## src/rtl/vmask_pkg.sv

```systemverilog
package vmask_pkg;

    typedef enum logic [2:0] {
        VOP_ADD   = 3'd0,
        VOP_SUB   = 3'd1,
        VOP_AND   = 3'd2,
        VOP_OR    = 3'd3,
        VOP_XOR   = 3'd4,
        VOP_MINU  = 3'd5,
        VOP_MAXU  = 3'd6,
        VOP_MERGE = 3'd7
    } vop_e;

    typedef struct packed {
        vop_e op;
        logic masked;
    } vctl_t;

    // Whether a lane commits its element, given range and flag.
    function automatic logic lane_commit(vctl_t ctl, logic in_range, logic flag);
        logic w;
        if (!in_range)
            w = 1'b0;
        else if (ctl.op == VOP_MERGE)
            w = 1'b1;
        else if (ctl.masked)
            w = flag;
        else
            w = 1'b1;
        return w;
    endfunction

endpackage

```

## src/rtl/vmask_ctrl.sv

```systemverilog
module vmask_ctrl
    import vmask_pkg::*;
#(
    parameter int NUM_LANES = 4,
    parameter int MAX_VLEN  = 16,
    parameter int VL_W      = $clog2(MAX_VLEN + 1),
    parameter int CNT_W     = $clog2(MAX_VLEN + NUM_LANES)
) (
    input  logic                clk,
    input  logic                rst,
    input  logic                issue_valid,
    input  vctl_t               issue_ctl,
    input  logic [VL_W-1:0]     issue_vlen,
    input  logic [MAX_VLEN-1:0] issue_flags,
    output logic                busy,
    output logic                done,
    output logic [CNT_W-1:0]    base,
    output logic [CNT_W-1:0]    vlen_q,
    output vctl_t               ctl_q,
    output logic [MAX_VLEN-1:0] flags_q
);

    localparam logic [CNT_W-1:0] STEP = CNT_W'(NUM_LANES);
    localparam logic [CNT_W-1:0] VMAX = CNT_W'(MAX_VLEN);

    logic             accept;
    logic             last_grp;
    logic             zero_done;
    logic [CNT_W-1:0] vlen_ext;
    logic [CNT_W-1:0] vlen_c;

    assign accept   = issue_valid && !busy;
    assign vlen_ext = CNT_W'(issue_vlen);
    assign vlen_c   = (vlen_ext > VMAX) ? VMAX : vlen_ext;
    assign last_grp = busy && ((base + STEP) >= vlen_q);
    assign done     = last_grp || zero_done;

    always_ff @(posedge clk) begin
        if (rst) begin
            busy      <= 1'b0;
            base      <= '0;
            vlen_q    <= '0;
            ctl_q     <= '{op: VOP_ADD, masked: 1'b0};
            flags_q   <= '0;
            zero_done <= 1'b0;
        end else begin
            zero_done <= accept && (vlen_c == '0);
            if (accept) begin
                busy    <= (vlen_c != '0);
                base    <= '0;
                vlen_q  <= vlen_c;
                ctl_q   <= issue_ctl;
                flags_q <= issue_flags;
            end else if (busy) begin
                if (last_grp)
                    busy <= 1'b0;
                else
                    base <= base + STEP;
            end
        end
    end

endmodule

```

## src/rtl/vmask_lane.sv

```systemverilog
module vmask_lane
    import vmask_pkg::*;
#(
    parameter int LANE      = 0,
    parameter int MAX_VLEN  = 16,
    parameter int DATA_W    = 8,
    parameter int CNT_W     = 5,
    parameter int IDX_W     = $clog2(MAX_VLEN)
) (
    input  logic                active,
    input  logic [CNT_W-1:0]    base,
    input  logic [CNT_W-1:0]    vlen_q,
    input  vctl_t               ctl,
    input  logic [MAX_VLEN-1:0] flags_q,
    input  logic [DATA_W-1:0]   opa,
    input  logic [DATA_W-1:0]   opb,
    output logic [IDX_W-1:0]    idx,
    output logic                wen,
    output logic [DATA_W-1:0]   result
);

    logic [CNT_W-1:0] elem;
    logic             in_range;
    logic             flag;

    assign elem     = base + CNT_W'(LANE);
    assign idx      = elem[IDX_W-1:0];
    assign in_range = active && (elem < vlen_q);
    assign flag     = in_range ? flags_q[idx] : 1'b0;
    assign wen      = lane_commit(ctl, in_range, flag);

    always_comb begin
        unique case (ctl.op)
            VOP_ADD:   result = opa + opb;
            VOP_SUB:   result = opa - opb;
            VOP_AND:   result = opa & opb;
            VOP_OR:    result = opa | opb;
            VOP_XOR:   result = opa ^ opb;
            VOP_MINU:  result = (opa < opb) ? opa : opb;
            VOP_MAXU:  result = (opa > opb) ? opa : opb;
            VOP_MERGE: result = flag ? opb : opa;
            default:   result = '0;
        endcase
    end

endmodule

```

## src/rtl/vmask_lane_seq.sv

```systemverilog
module vmask_lane_seq
    import vmask_pkg::*;
#(
    parameter int NUM_LANES = 4,
    parameter int MAX_VLEN  = 16,
    parameter int DATA_W    = 8,
    parameter int VL_W      = $clog2(MAX_VLEN + 1) + 1,
    parameter int IDX_W     = $clog2(MAX_VLEN)
) (
    input  logic                          clk,
    input  logic                          rst,
    input  logic                          issue_valid,
    input  logic [2:0]                    issue_op,
    input  logic                          issue_masked,
    input  logic [VL_W-1:0]               issue_vlen,
    input  logic [MAX_VLEN-1:0]           issue_flags,
    input  logic [NUM_LANES*DATA_W-1:0]   lane_opa,
    input  logic [NUM_LANES*DATA_W-1:0]   lane_opb,
    output logic                          busy,
    output logic                          done,
    output logic [NUM_LANES*IDX_W-1:0]    lane_idx,
    output logic [NUM_LANES-1:0]          lane_wen,
    output logic [NUM_LANES*DATA_W-1:0]   lane_result
);

    localparam int CNT_W = $clog2(MAX_VLEN + NUM_LANES) + 1;

    vctl_t               issue_ctl;
    vctl_t               ctl_q;
    logic [CNT_W-1:0]    base;
    logic [CNT_W-1:0]    vlen_q;
    logic [MAX_VLEN-1:0] flags_q;

    assign issue_ctl = '{op: vop_e'(issue_op), masked: issue_masked};

    vmask_ctrl #(
        .NUM_LANES (NUM_LANES),
        .MAX_VLEN  (MAX_VLEN),
        .VL_W      (VL_W),
        .CNT_W     (CNT_W)
    ) u_ctrl (
        .clk         (clk),
        .rst         (rst),
        .issue_valid (issue_valid),
        .issue_ctl   (issue_ctl),
        .issue_vlen  (issue_vlen),
        .issue_flags (issue_flags),
        .busy        (busy),
        .done        (done),
        .base        (base),
        .vlen_q      (vlen_q),
        .ctl_q       (ctl_q),
        .flags_q     (flags_q)
    );

    for (genvar l = 0; l < NUM_LANES; l++) begin : g_lane
        vmask_lane #(
            .LANE     (l),
            .MAX_VLEN (MAX_VLEN),
            .DATA_W   (DATA_W),
            .CNT_W    (CNT_W),
            .IDX_W    (IDX_W)
        ) u_lane (
            .active  (busy),
            .base    (base),
            .vlen_q  (vlen_q),
            .ctl     (ctl_q),
            .flags_q (flags_q),
            .opa     (lane_opa[l*DATA_W +: DATA_W]),
            .opb     (lane_opb[l*DATA_W +: DATA_W]),
            .idx     (lane_idx[l*IDX_W +: IDX_W]),
            .wen     (lane_wen[l]),
            .result  (lane_result[l*DATA_W +: DATA_W])
        );
    end

endmodule

```

## config.mk

```make
export PLATFORM = sky130hd
export DESIGN_NAME = vmask_lane_seq
export DESIGN_NICKNAME = d
export VERILOG_FILES = /design/src/rtl/vmask_pkg.sv /design/src/rtl/vmask_ctrl.sv /design/src/rtl/vmask_lane.sv /design/src/rtl/vmask_lane_seq.sv
export SDC_FILE = /design/constraint.sdc
export NUM_CORES = 1
export LEC_CHECK = 0
export BUFFER_PORTS_ARGS = -buffer_cell sky130_fd_sc_hd__clkbuf_2
export CAP_MARGIN = 20
export CORE_ASPECT_RATIO = 1.5
export CORE_MARGIN = 5
export CORE_UTILIZATION = 52
export DETAILED_ROUTE_END_ITERATION = 7
export PLACE_DENSITY = 0.79
export SLEW_MARGIN = 20
export SYNTH_ARGS = -nofsm -noshare
export SYNTH_HDL_FRONTEND = slang
export SYNTH_SLANG_ARGS = --single-unit
```

## constraint.sdc

```tcl
create_clock -name clk -period 2.94 [get_ports clk]
set_input_delay 0.294 -clock clk [delete_from_list [all_inputs] [get_ports clk]]
set_output_delay 0.294 -clock clk [all_outputs]
set_load 0.01 [all_outputs]
```

==> summary.md <==
| Metric | Value |
|---|---|
| Die W | `106 µm` |
| Slowest cell delay on critical path | `0.34 ns` |
| Max-slew violations | `0` |
| Final wirelength | `25.3 mm` |
| Synth top area cells | `ha_1 18%, dfxtp_1 8.9%, a21oi_1 7.0%` |
| Main flop type after synthesis | `dfxtp_1` |
| Fillcell total | `1140` |
| Vias after detailed routing | `8392` |
| Total gr overflow | `0` |
| Worst EP arrival | `2.64 ns` |
| Register area share after synthesis | `8.92%` |
| Share of cells above drive strength 1 | `27.8%` |
| Clock skew | `0.00428 ns` |
| Setup ws final | `0.00652 ns` |
| Power Total | `2830 µW` |
| Top delay family on crit path | `compound AO/OA/AOI/OAI gates` |
| RePlAce Congestion | `0.966` |
| Cell Chain, Critical Path | `inv_4 > ha_4 > a21o_1 > a211oi_2 > buf_4 > o211ai_1 > buf_6 > mux2i_1 > o221ai_1 > a221oi_1 > o21ai_1 > clkbuf_2` |
| CTS Sinks | `32` |
| Clock root cell | `clkbuf_16` |
| Via density | `6.18` |
| Setup WS pre-CTS | `-0.0761 ns` |
| Placed Area | `8450 µm²` |
| Antenna cell count | `0` |
| Post-synth top area share | `18.5%` |
| Cell Count, Final, Fillers Out | `1358` |
| Drt wl/cell | `18.6 µm` |
| Cell count after placement | `1334` |
| Clock slew at reported path FFs | `0.05 ns` |
| # setup viols final | `0` |
| Worst slew pin tran | `0.892 ns` |
| Syn avg cell area | `7.12 µm²` |
| Yosys cell types | `71` |
| Worst min-delay path category | `in2reg` |
| Fin nets | `1402` |
| Ports | `147` |
| CP Launch Type | `register` |
| Detail Route Antenna Nets | `0` |
| Slowest CP cell | `dfxtp_2` |
| Number of synthesized flops with an enable pin | `0` |
| Clk_lat worst skew | `0.28 ns` |
| Post-DP HPWL | `19.2 mm` |
| RSZ-0062 raised after global routing | `yes` |
| LEAKAGE | `0.00443 µW` |
| Synth Instances | `1009` |
| Post-Syn Area | `7180 µm²` |
| Worst-case clock buffer depth | `2` |
| Buffers added on ports | `138` |
| Number of remaining DRC errors | `0` |
| WHS | `0.221 ns` |
| Drt first pass iters | `8` |
| Cts-stage hold buffer count | `0` |
| Pin count of the biggest net entering global routing | `33` |
| Max cap viols | `0` |
| Status | `complete, no violations` |
| Die area | `16300 µm²` |
| Worst VDD drop | `0.394 mV` |
| Num CTS Buffers | `5` |
| Tot GR Track Use | `29.1%` |
| Max_slew headroom | `40.3%` |
| Syn-to-layout area delta | `26.5%` |
| Setup CP Type | `reg2out` |
| Largest area contributor in the netlist | `ha_1` |
| Final instance area | `9090 µm²` |
| Final Hold Fails | `0` |
| Max Freq | `0.341 GHz` |
| Min Tclk post-route | `2.93 ns` |
| First-pass GRT wire length | `39.4 mm` |
| CTS tree | `built` |
| Max Fanout on Critical Path | `6` |
| CTS H-tree depth | `2` |
| Die Y-Extent | `154 µm` |
| Initial Utilization | `53.1%` |
| FP Rows | `52` |
| Power Density | `311 nW/µm²` |
| Vias in the first global route | `8207` |
| Asr flop ratio synth | `0%` |
| Fin crit share | `99.8%` |
| Core Area | `13500 µm²` |
| Critical path required time | `2.65 ns` |
| Worst Path Buf+Inv | `4` |
| Yosys warns | `0` |
| Initial antenna violation count | `0` |
| #FFs+latches synth | `32` |
| DRT iter0 DRCs | `697` |
| CP endpoint kind | `primary output` |
## kinds of logic after synthesis
logic type | count (synthesis) | synth area share [%]
compound gates | 342 | 31.9
simple gates | 245 | 15.7
buf+inv | 192 | 11.3
fa+ha+maj | 114 | 20.7
mux | 42 | 6.55
xor+xnor | 40 | 4.88
flops | 32 | 8.92
other cells | 2 | 0.105
## what timing repair did
item / CTS / global route
setup buffers: 4 / 12
pin swaps: 9 / 30
endpoints found under the setup margin: 31 / 28
cloned: 1 / 0
gates resized for setup: 24 / 62
## area by class of cell
class | instances | area (µm²) | area share, %
clock buffers | 6 | 129 | 1.42
flip-flops and latches | 32 | 651 | 7.16
clock inverters | 2 | 35.0 | 0.386
well taps | 162 | 203 | 2.23
repair buffers | 252 | 1600 | 17.6
multi-input cells | 791 | 6040 | 66.5
inverters | 113 | 427 | 4.70
## state kept, by name, summed over array words and instances (netlist names)
register / cells
u_ctrl.flags_q: 16
u_ctrl.base: 4
u_ctrl.busy: 1
u_ctrl.ctl_q: 4
u_ctrl.zero_done: 1
u_ctrl.vlen_q: 6
## worst register-to-register path, stage by stage (launching register included)
cell,delay (ns)
dfxtp_1,0.39
inv_1,0.08
ha_1,0.38
nor3b_1,0.17
o21ai_0,0.33
or4b_2,0.65
nand2_1,0.18
nand2_1,0.09
xor2_1,0.15
nor2_1,0.06
## final timing paths
path                     start                 to  slack, ns  cells past startpoint
max           u_ctrl.vlen_q[4]    lane_result[31]      0.007                     12
min             issue_flags[0]  u_ctrl.flags_q[0]       0.22                      2
max reg2reg     u_ctrl.base[2]     u_ctrl.base[4]       0.34                      9
min reg2reg  u_ctrl.flags_q[0]  u_ctrl.flags_q[0]       0.48                      1
## Yosys cell counts, drive strengths merged, types with 19 or more instances
cell      n
nor2     74
ha      106
inv     113
nand3    19
buf      38
nand2    79
mux2i    38
xnor2    27
a21oi   101
nor3     21
o21ai    65
clkbuf   41
dfxtp    32
a22o     21
## metrics by stage
step                      util [%]  setup TNS [ns]
final                         67.1               0
after global routing          67.1          -0.294
after CTS                     64.7               0
after detailed placement      62.5          -0.239
after global placement        62.5         -0.0563
after floorplan                  -               0
## report_power, final
group / total (µW) / internal (µW) / switching, µW / leakage [µW]
Sequential: 477 / 458 / 19.4 / 0.000264
Combinational: 1760 / 774 / 991 / 0.00408
Clock: 583 / 398 / 186 / 0.0000808
## placed cells by master, fill, tap and decap left out, types with 9 or more instances in the layout
cell type / Yosys / layout
o211ai_1: 14 / 14
mux2i_1: 38 / 38
a22oi_1: 11 / 11
clkbuf_2: 0 / 131
o31ai_1: 11 / 10
ha_1: 106 / 99
xnor2_1: 27 / 27
a221oi_1: 17 / 15
inv_1: 113 / 108
xor2_1: 13 / 13
nand2_1: 79 / 77
nor2_1: 74 / 72
o21ai_0: 64 / 58
nor3_1: 20 / 16
buf_6: 1 / 9
o22ai_1: 17 / 17
o221ai_1: 10 / 10
nand2b_1: 9 / 9
a22o_1: 21 / 21
dfxtp_1: 32 / 28
a21oi_1: 101 / 101
buf_4: 20 / 106
nand3_1: 19 / 15
## layer usage
| metal | up-vias | wire [µm] | GRT usage, % |
|---|---|---|---|
| li1 | 3954 | - | - |
| met5 | - | 0 | 0 |
| met1 | 3847 | 8870 | 32.0 |
| met2 | 474 | 12900 | 53.2 |
| met3 | 117 | 2110 | 4.11 |
| met4 | 0 | 1400 | 15.8 |
Note: power is estimated with default switching activity, not from simulation.
